### src/rtl/tdm_mux_pkg.sv
package tdm_mux_pkg;

   // Configuration word, bit 0..3 = slot enables, 4 = in->out loop, 5 = out->in loop
   typedef struct packed {
      logic       lb_oi;
      logic       lb_io;
      logic [3:0] ch_en;
   } tdm_cfg_t;

   localparam int CFG_W    = $bits(tdm_cfg_t);
   localparam int SLOT_SIG = 0;
   localparam int SLOT_CTL = 1;
   localparam int SLOT_PA  = 2;
   localparam int SLOT_PB  = 3;

endpackage

### src/rtl/tdm_frame_ctr.sv
module tdm_frame_ctr #(
   parameter int FRAME_BITS = 256,
   localparam int CW = $clog2(FRAME_BITS)
) (
   input  logic          clk,
   input  logic          rst_n,
   input  logic          fp_n,
   output logic          active,
   output logic [CW-1:0] bit_idx
);

   localparam logic [CW-1:0] LAST = CW'(FRAME_BITS - 1);

   always_ff @(posedge clk or negedge rst_n) begin
      if (!rst_n) begin
         active  <= 1'b0;
         bit_idx <= '0;
      end else if (!fp_n) begin
         active  <= 1'b1;
         bit_idx <= '0;
      end else if (active) begin
         bit_idx <= (bit_idx == LAST) ? '0 : bit_idx + 1'b1;
      end
   end

endmodule

### src/rtl/tdm_tx_mux.sv
module tdm_tx_mux
   import tdm_mux_pkg::*;
#(
   parameter int SLOT_BITS = 8,
   parameter int NUM_SLOTS = 32,
   parameter int D_BITS    = 2,
   localparam int BPW = $clog2(SLOT_BITS),
   localparam int SW  = $clog2(NUM_SLOTS)
) (
   input  logic                 active,
   input  logic [SW-1:0]        slot,
   input  logic [BPW-1:0]       bitpos,
   input  tdm_cfg_t             cfg,
   input  logic [1:0]           route,
   input  logic [D_BITS-1:0]    d_snap,
   input  logic [SLOT_BITS-1:0] ctl_snap,
   input  logic [SLOT_BITS-1:0] pcm_snap,
   input  logic                 ser_in,
   output logic                 ser_out,
   output logic                 ser_oe
);

   logic                 nrm_oe, nrm_d, en_oe;
   logic [D_BITS-1:0]    d_sh;
   logic [SLOT_BITS-1:0] ctl_sh, pcm_sh;
   logic [BPW-1:0]       d_sel;

   always_comb begin
      d_sel  = BPW'(D_BITS - 1) - bitpos;
      d_sh   = d_snap >> d_sel;
      ctl_sh = ctl_snap << bitpos;
      pcm_sh = pcm_snap << bitpos;
   end

   always_comb begin
      nrm_oe = 1'b0;
      nrm_d  = 1'b0;
      en_oe  = 1'b0;
      if (active) begin
         case (slot)
            SW'(SLOT_SIG): if (bitpos < BPW'(D_BITS)) begin
               nrm_oe = 1'b1;
               nrm_d  = cfg.ch_en[0] & d_sh[0];
               en_oe  = cfg.ch_en[0];
            end
            SW'(SLOT_CTL): begin
               nrm_oe = cfg.ch_en[1];
               nrm_d  = ctl_sh[SLOT_BITS-1];
               en_oe  = cfg.ch_en[1];
            end
            SW'(SLOT_PA): begin
               nrm_oe = 1'b1;
               nrm_d  = route[0] & pcm_sh[SLOT_BITS-1];
               en_oe  = cfg.ch_en[2];
            end
            SW'(SLOT_PB): begin
               nrm_oe = 1'b1;
               nrm_d  = route[1] & pcm_sh[SLOT_BITS-1];
               en_oe  = cfg.ch_en[3];
            end
            default: ;
         endcase
      end
   end

   assign ser_oe  = cfg.lb_io ? en_oe : nrm_oe;
   assign ser_out = cfg.lb_io ? ser_in : (nrm_oe & nrm_d);

endmodule

### src/rtl/tdm_rx_demux.sv
module tdm_rx_demux
   import tdm_mux_pkg::*;
#(
   parameter int SLOT_BITS = 8,
   parameter int NUM_SLOTS = 32,
   parameter int D_BITS    = 2,
   localparam int BPW = $clog2(SLOT_BITS),
   localparam int SW  = $clog2(NUM_SLOTS)
) (
   input  logic                 clk,
   input  logic                 rst_n,
   input  logic                 active,
   input  logic [SW-1:0]        slot,
   input  logic [BPW-1:0]       bitpos,
   input  logic [1:0]           route,
   input  logic                 rx_bit,
   output logic [D_BITS-1:0]    d_rx,
   output logic                 d_vld,
   output logic [SLOT_BITS-1:0] ctl_rx,
   output logic                 ctl_vld,
   output logic [SLOT_BITS-1:0] pcm_rx,
   output logic                 pcm_vld
);

   logic [SLOT_BITS-1:0] sh_q, sh_nx;
   logic                 last_bit, last_d, pcm_hit;

   always_comb begin
      sh_nx    = {sh_q[SLOT_BITS-2:0], rx_bit};
      last_bit = bitpos == BPW'(SLOT_BITS - 1);
      last_d   = bitpos == BPW'(D_BITS - 1);
      pcm_hit  = ((slot == SW'(SLOT_PA)) && route[0]) ||
                 ((slot == SW'(SLOT_PB)) && route[1]);
   end

   // Sampled on the falling edge, mid bit
   always_ff @(negedge clk or negedge rst_n) begin
      if (!rst_n) begin
         sh_q    <= '0;
         d_rx    <= '0;
         ctl_rx  <= '0;
         pcm_rx  <= '0;
         d_vld   <= 1'b0;
         ctl_vld <= 1'b0;
         pcm_vld <= 1'b0;
      end else begin
         sh_q    <= sh_nx;
         d_vld   <= 1'b0;
         ctl_vld <= 1'b0;
         pcm_vld <= 1'b0;
         if (active) begin
            if (slot == SW'(SLOT_SIG) && last_d) begin
               d_rx  <= sh_nx[D_BITS-1:0];
               d_vld <= 1'b1;
            end
            if (slot == SW'(SLOT_CTL) && last_bit) begin
               ctl_rx  <= sh_nx;
               ctl_vld <= 1'b1;
            end
            if (pcm_hit && last_bit) begin
               pcm_rx  <= sh_nx;
               pcm_vld <= 1'b1;
            end
         end
      end
   end

endmodule

### src/rtl/tdm_slot_mux.sv
module tdm_slot_mux
   import tdm_mux_pkg::*;
#(
   parameter int SLOT_BITS = 8,
   parameter int NUM_SLOTS = 32,
   parameter int D_BITS    = 2,
   parameter bit B1_FIRST  = 1'b1
) (
   input  logic                 clk,
   input  logic                 rst_n,
   input  logic                 fp_n,
   input  logic                 ser_in,
   output logic                 ser_out,
   output logic                 ser_oe,
   input  logic                 cfg_we,
   input  logic [5:0]           cfg_wdata,
   input  logic                 ctl_we,
   input  logic [SLOT_BITS-1:0] ctl_wdata,
   input  logic [D_BITS-1:0]    d_tx,
   input  logic [SLOT_BITS-1:0] pcm_tx,
   output logic [D_BITS-1:0]    d_rx,
   output logic                 d_rx_vld,
   output logic [SLOT_BITS-1:0] ctl_rx,
   output logic                 ctl_rx_vld,
   output logic [SLOT_BITS-1:0] pcm_rx,
   output logic                 pcm_rx_vld
);

   localparam int FRAME_BITS = NUM_SLOTS * SLOT_BITS;
   localparam int CW  = $clog2(FRAME_BITS);
   localparam int BPW = $clog2(SLOT_BITS);
   localparam int SW  = $clog2(NUM_SLOTS);

   generate
      if (SLOT_BITS < 2 || (1 << BPW) != SLOT_BITS) begin : g_bad_slot
         $error("SLOT_BITS must be a power of two of at least 2");
      end
      if (NUM_SLOTS < 4 || (1 << SW) != NUM_SLOTS) begin : g_bad_nslot
         $error("NUM_SLOTS must be a power of two of at least 4");
      end
      if (D_BITS < 1 || D_BITS > SLOT_BITS) begin : g_bad_d
         $error("D_BITS must lie in 1..SLOT_BITS");
      end
      if (CFG_W != 6) begin : g_bad_cfg
         $error("configuration word width mismatch");
      end
   endgenerate

   tdm_cfg_t             cfg_q;
   logic [SLOT_BITS-1:0] ctl_q, ctl_snap, pcm_snap;
   logic [D_BITS-1:0]    d_snap;
   logic                 frm_active, rx_bit;
   logic [CW-1:0]        bit_idx;
   logic [SW-1:0]        slot;
   logic [BPW-1:0]       bitpos;
   logic [1:0]           route;

   assign slot   = bit_idx[CW-1:BPW];
   assign bitpos = bit_idx[BPW-1:0];

   always_ff @(posedge clk or negedge rst_n) begin
      if (!rst_n) begin
         cfg_q    <= '0;
         ctl_q    <= '1;
         ctl_snap <= '1;
         pcm_snap <= '0;
         d_snap   <= '0;
      end else begin
         if (cfg_we) cfg_q <= tdm_cfg_t'(cfg_wdata);
         if (ctl_we) ctl_q <= ctl_wdata;
         if (!fp_n) begin
            ctl_snap <= ctl_q;
            pcm_snap <= pcm_tx;
            d_snap   <= d_tx;
         end
      end
   end

   // PCM slot selection when both voice slots are enabled
   generate
      if (B1_FIRST) begin : g_route_a
         assign route = {cfg_q.ch_en[3] & ~cfg_q.ch_en[2], cfg_q.ch_en[2]};
      end else begin : g_route_b
         assign route = {cfg_q.ch_en[3], cfg_q.ch_en[2] & ~cfg_q.ch_en[3]};
      end
   endgenerate

   tdm_frame_ctr #(.FRAME_BITS(FRAME_BITS)) ctr_i (
      .clk(clk), .rst_n(rst_n), .fp_n(fp_n),
      .active(frm_active), .bit_idx(bit_idx)
   );

   tdm_tx_mux #(.SLOT_BITS(SLOT_BITS), .NUM_SLOTS(NUM_SLOTS), .D_BITS(D_BITS)) tx_i (
      .active(frm_active), .slot(slot), .bitpos(bitpos), .cfg(cfg_q),
      .route(route), .d_snap(d_snap), .ctl_snap(ctl_snap), .pcm_snap(pcm_snap),
      .ser_in(ser_in), .ser_out(ser_out), .ser_oe(ser_oe)
   );

   assign rx_bit = cfg_q.lb_oi ? (ser_oe ? ser_out : 1'b1) : ser_in;

   tdm_rx_demux #(.SLOT_BITS(SLOT_BITS), .NUM_SLOTS(NUM_SLOTS), .D_BITS(D_BITS)) rx_i (
      .clk(clk), .rst_n(rst_n), .active(frm_active), .slot(slot),
      .bitpos(bitpos), .route(route), .rx_bit(rx_bit),
      .d_rx(d_rx), .d_vld(d_rx_vld), .ctl_rx(ctl_rx), .ctl_vld(ctl_rx_vld),
      .pcm_rx(pcm_rx), .pcm_vld(pcm_rx_vld)
   );

endmodule

### config.mk
export PLATFORM = sky130hd
export DESIGN_NAME = tdm_slot_mux
export DESIGN_NICKNAME = d
export VERILOG_FILES = /design/src/rtl/tdm_mux_pkg.sv /design/src/rtl/tdm_frame_ctr.sv /design/src/rtl/tdm_tx_mux.sv /design/src/rtl/tdm_rx_demux.sv /design/src/rtl/tdm_slot_mux.sv
export SDC_FILE = /design/constraint.sdc
export NUM_CORES = 1
export LEC_CHECK = 0
export ABC_AREA = 1
export BUFFER_PORTS_ARGS = -buffer_cell sky130_fd_sc_hd__clkbuf_2
export CAP_MARGIN = 25
export CORE_MARGIN = 5
export CORE_UTILIZATION = 45
export CTS_BUF_LIST = sky130_fd_sc_hd__clkbuf_4
export DETAILED_ROUTE_END_ITERATION = 8
export MAX_ROUTING_LAYER = met4
export PLACE_DENSITY_LB_ADDON = 0.12
export SYNTH_ARGS = -nofsm -noshare
export SYNTH_HDL_FRONTEND = slang
export SYNTH_SLANG_ARGS = --single-unit
### constraint.sdc
create_clock -name clk -period 4.52 [get_ports clk]
set_input_delay 0.678 -clock clk [delete_from_list [all_inputs] [get_ports clk]]
set_output_delay 0.678 -clock clk [all_outputs]
set_load 0.02 [all_outputs]
==> out/metrics.csv <==
metric;value;unit
cts.sinks;69;
cts_resized;0;
critPathCaptureType;flop;
numCtsBuffers;9;
die_area;8610;sq um
synth_cell_types;33;
clkSlewWorstSetupHoldPaths;110;ps
yosys_warnings;0;
diodes;0;
p_leak;1.85;nW
top_level_ports;53;
grt_overflow;0;
cts_setup_buffers;0;
outcome;finished, final reports clean;
fp.dieH;92.8;microns
htree_levels;3;
power_density;362;nW/um^2
drc;0;
grt_pass1_vias;2291;
ant_nets;0;
synthFlopType;dfrtn_1;
worstSetupPathType;reg -> reg;
setup_tns;0;ps
via_count;2326;
cts_tree;built;
dp.final_hpwl;4.43;mm
whs_path_depth;0;
synth_compound_area_share;9.00;%
r2r.worst_path.cells;8;
viasPerCell;4.83;
synthSimpleGateAreaFrac;24.1;%
synth_area;3090;sq um
finalHoldViolCount;0;
cp-start-kind;flop;
fp.dieW;92.8;microns
hold_class;reg -> reg;
clock-root-buffer;clkbuf_4;
num_rows;30;
syn_nets;375;
start_util;45.9;%
grt.total_usage;15.8;%
routabilityCongestion;0.921;
syn-mean-instance-area;9.05;sq um
grt_max_degree;36;
ir_drop;0.217;mV
antenna_found_initial;0;
cts_hold_buffers;0;
max_slew.worst_pin.slew;769;ps
synth_edf_count;0;
maxCapViolations;0;
drt_wl_total;6.11;mm
finalNetCount;431;
firstDrtPassIters;4;
synth-seq-cells;69;
required;2490;ps
syn_to_final_growth;15.3;%
synth-xor-area-share;0.852;%
synth_top_family_by_area;simple AND/OR/NAND/NOR gates;
drtIter0Drc;87;
clock-skew-final;32.4;ps
setup_viol;0;
slew_headroom;48.7;%
core-area;6720;sq um
final_cell_mix;116 x nand2_1, 51 x clkbuf_2, 38 x inv_1;
rsz0062_at_grt;false;
synth-adder-area-share;1.62;%
worstPathArrival;2070;ps
synthMuxAreaShare;0.730;%
slew_violations;0;
clk-insertion-delay-late;400;ps
grt_pass1_wl;10.4;mm
cts_buffer_depth;2;
drive_above_1_share;28.6;%
portBuffers;52;
async_reset_ff_share;100;%
mostFrequentLayoutCell;nand2_1;
wl_per_cell;12.7;microns
synth_seq_area_share;56.6;%
power;1.29;mW
cp_max_fo;16;
netlist_instances;341;
-- synthesized netlist by cell type (3+ instances only) --
library cell	number	area (sq um)
nand2_1	116	435
inv_1	38	143
o21ai_0	31	155
dfrtn_1	28	701
dfrtp_1	25	626
dfstp_2	16	420
nand3_1	15	75.1
nor2_1	9	33.8
o21ai_2	7	61.3
clkbuf_1	5	18.8
ha_1	4	50.1
nand2_2	4	25.0
nand3_2	4	40.0
buf_6	3	33.8
inv_2	3	11.3
nand4_1	3	18.8
nor2_2	3	18.8
o21ai_1	3	15.0
o22ai_1	3	18.8
xor2_1	3	26.3
-- cell type report --
| cell class | instances | area, sq um |
|---|---|---|
| well taps | 80 | 100 |
| inverters | 42 | 158 |
| fillers | 647 | 3160 |
| clock buffers | 9 | 67.6 |
| clock inverters | 7 | 88.8 |
| multi-input cells | 221 | 1120 |
| flip-flops and latches | 69 | 1750 |
| repair buffers | 54 | 275 |
-- per-stage QoR --
step / hold WS (ps) / cell area, sq um / util, % / setup slack, ps / instances
after floorplan: 314 / 3090 / - / 705 / 341
after global placement: 320 / 3400 / 50.6 / 488 / 466
after detailed placement: 321 / 3400 / 50.6 / 466 / 466
after CTS: 322 / 3560 / 52.9 / 395 / 482
after global routing: 327 / 3560 / 52.9 / 267 / 482
final: 319 / 3560 / 52.9 / 420 / 482
-- registers in the layout, summed over array words and instances (netlist names) --
name and count:
cfg_q 6, ctl_q 8, ctl_snap 8, ctr_i.active 1, ctr_i.bit_idx 8, d_snap 2, pcm_snap 8, rx_i.ctl_rx 8
rx_i.ctl_vld 1, rx_i.d_rx 2, rx_i.d_vld 1, rx_i.pcm_rx 8, rx_i.pcm_vld 1, rx_i.sh_q 7
-- worst paths after layout --
kind                       slack, ps        startpoint             end
max                              420  ctr_i.bit_idx[0]  rx_i.pcm_rx[0]
min                              320      rx_i.sh_q[5]    rx_i.sh_q[6]
max reg2reg                      420  ctr_i.bit_idx[0]  rx_i.pcm_rx[0]
min reg2reg                      320      rx_i.sh_q[5]    rx_i.sh_q[6]
max in group asynchronous       1490             rst_n    rx_i.sh_q[5]
min in group asynchronous        330             rst_n        cfg_q[4]
-- cell families after synthesis --
kind of cell / after synthesis
buffers and inverters: 51
AO/OA/AOI/OAI: 48
AND/OR/NAND/NOR: 164
flip-flops: 69
multiplexers: 2
adder cells (fa/ha/maj): 4
XOR/XNOR: 3
-- power by group --
| group | internal [mW] | switching (mW) | total (mW) |
|---|---|---|---|
| sequential | 0.674 | 0.0273 | 0.702 |
| clock | 0.222 | 0.218 | 0.440 |
| combinational | 0.0525 | 0.0948 | 0.147 |
| total | 0.949 | 0.340 | 1.29 |
-- worst max-delay path, stage by stage (launching register included) --
cell,delay [ps]
dfrtp_1,570
ha_1,310
ha_1,180
nand2_1,90
inv_1,60
nand2_2,230
inv_1,100
nand3_1,90
nand2_1,50
-- per-layer routing --
layer | vias to the layer above | GRT usage, % | wire length (microns) | part of all wire, %
met2 | 54 | 24.7 | 2790 | 46
met4 | 0 | 5.74 | 136 | 2.2
met1 | 1065 | 19.1 | 2830 | 46
met5 | - | - | 0 | 0
li1 | 1195 | - | - | -
met3 | 12 | 5.36 | 348 | 5.7
No activity file was read; power rests on OpenSTA's default activity.
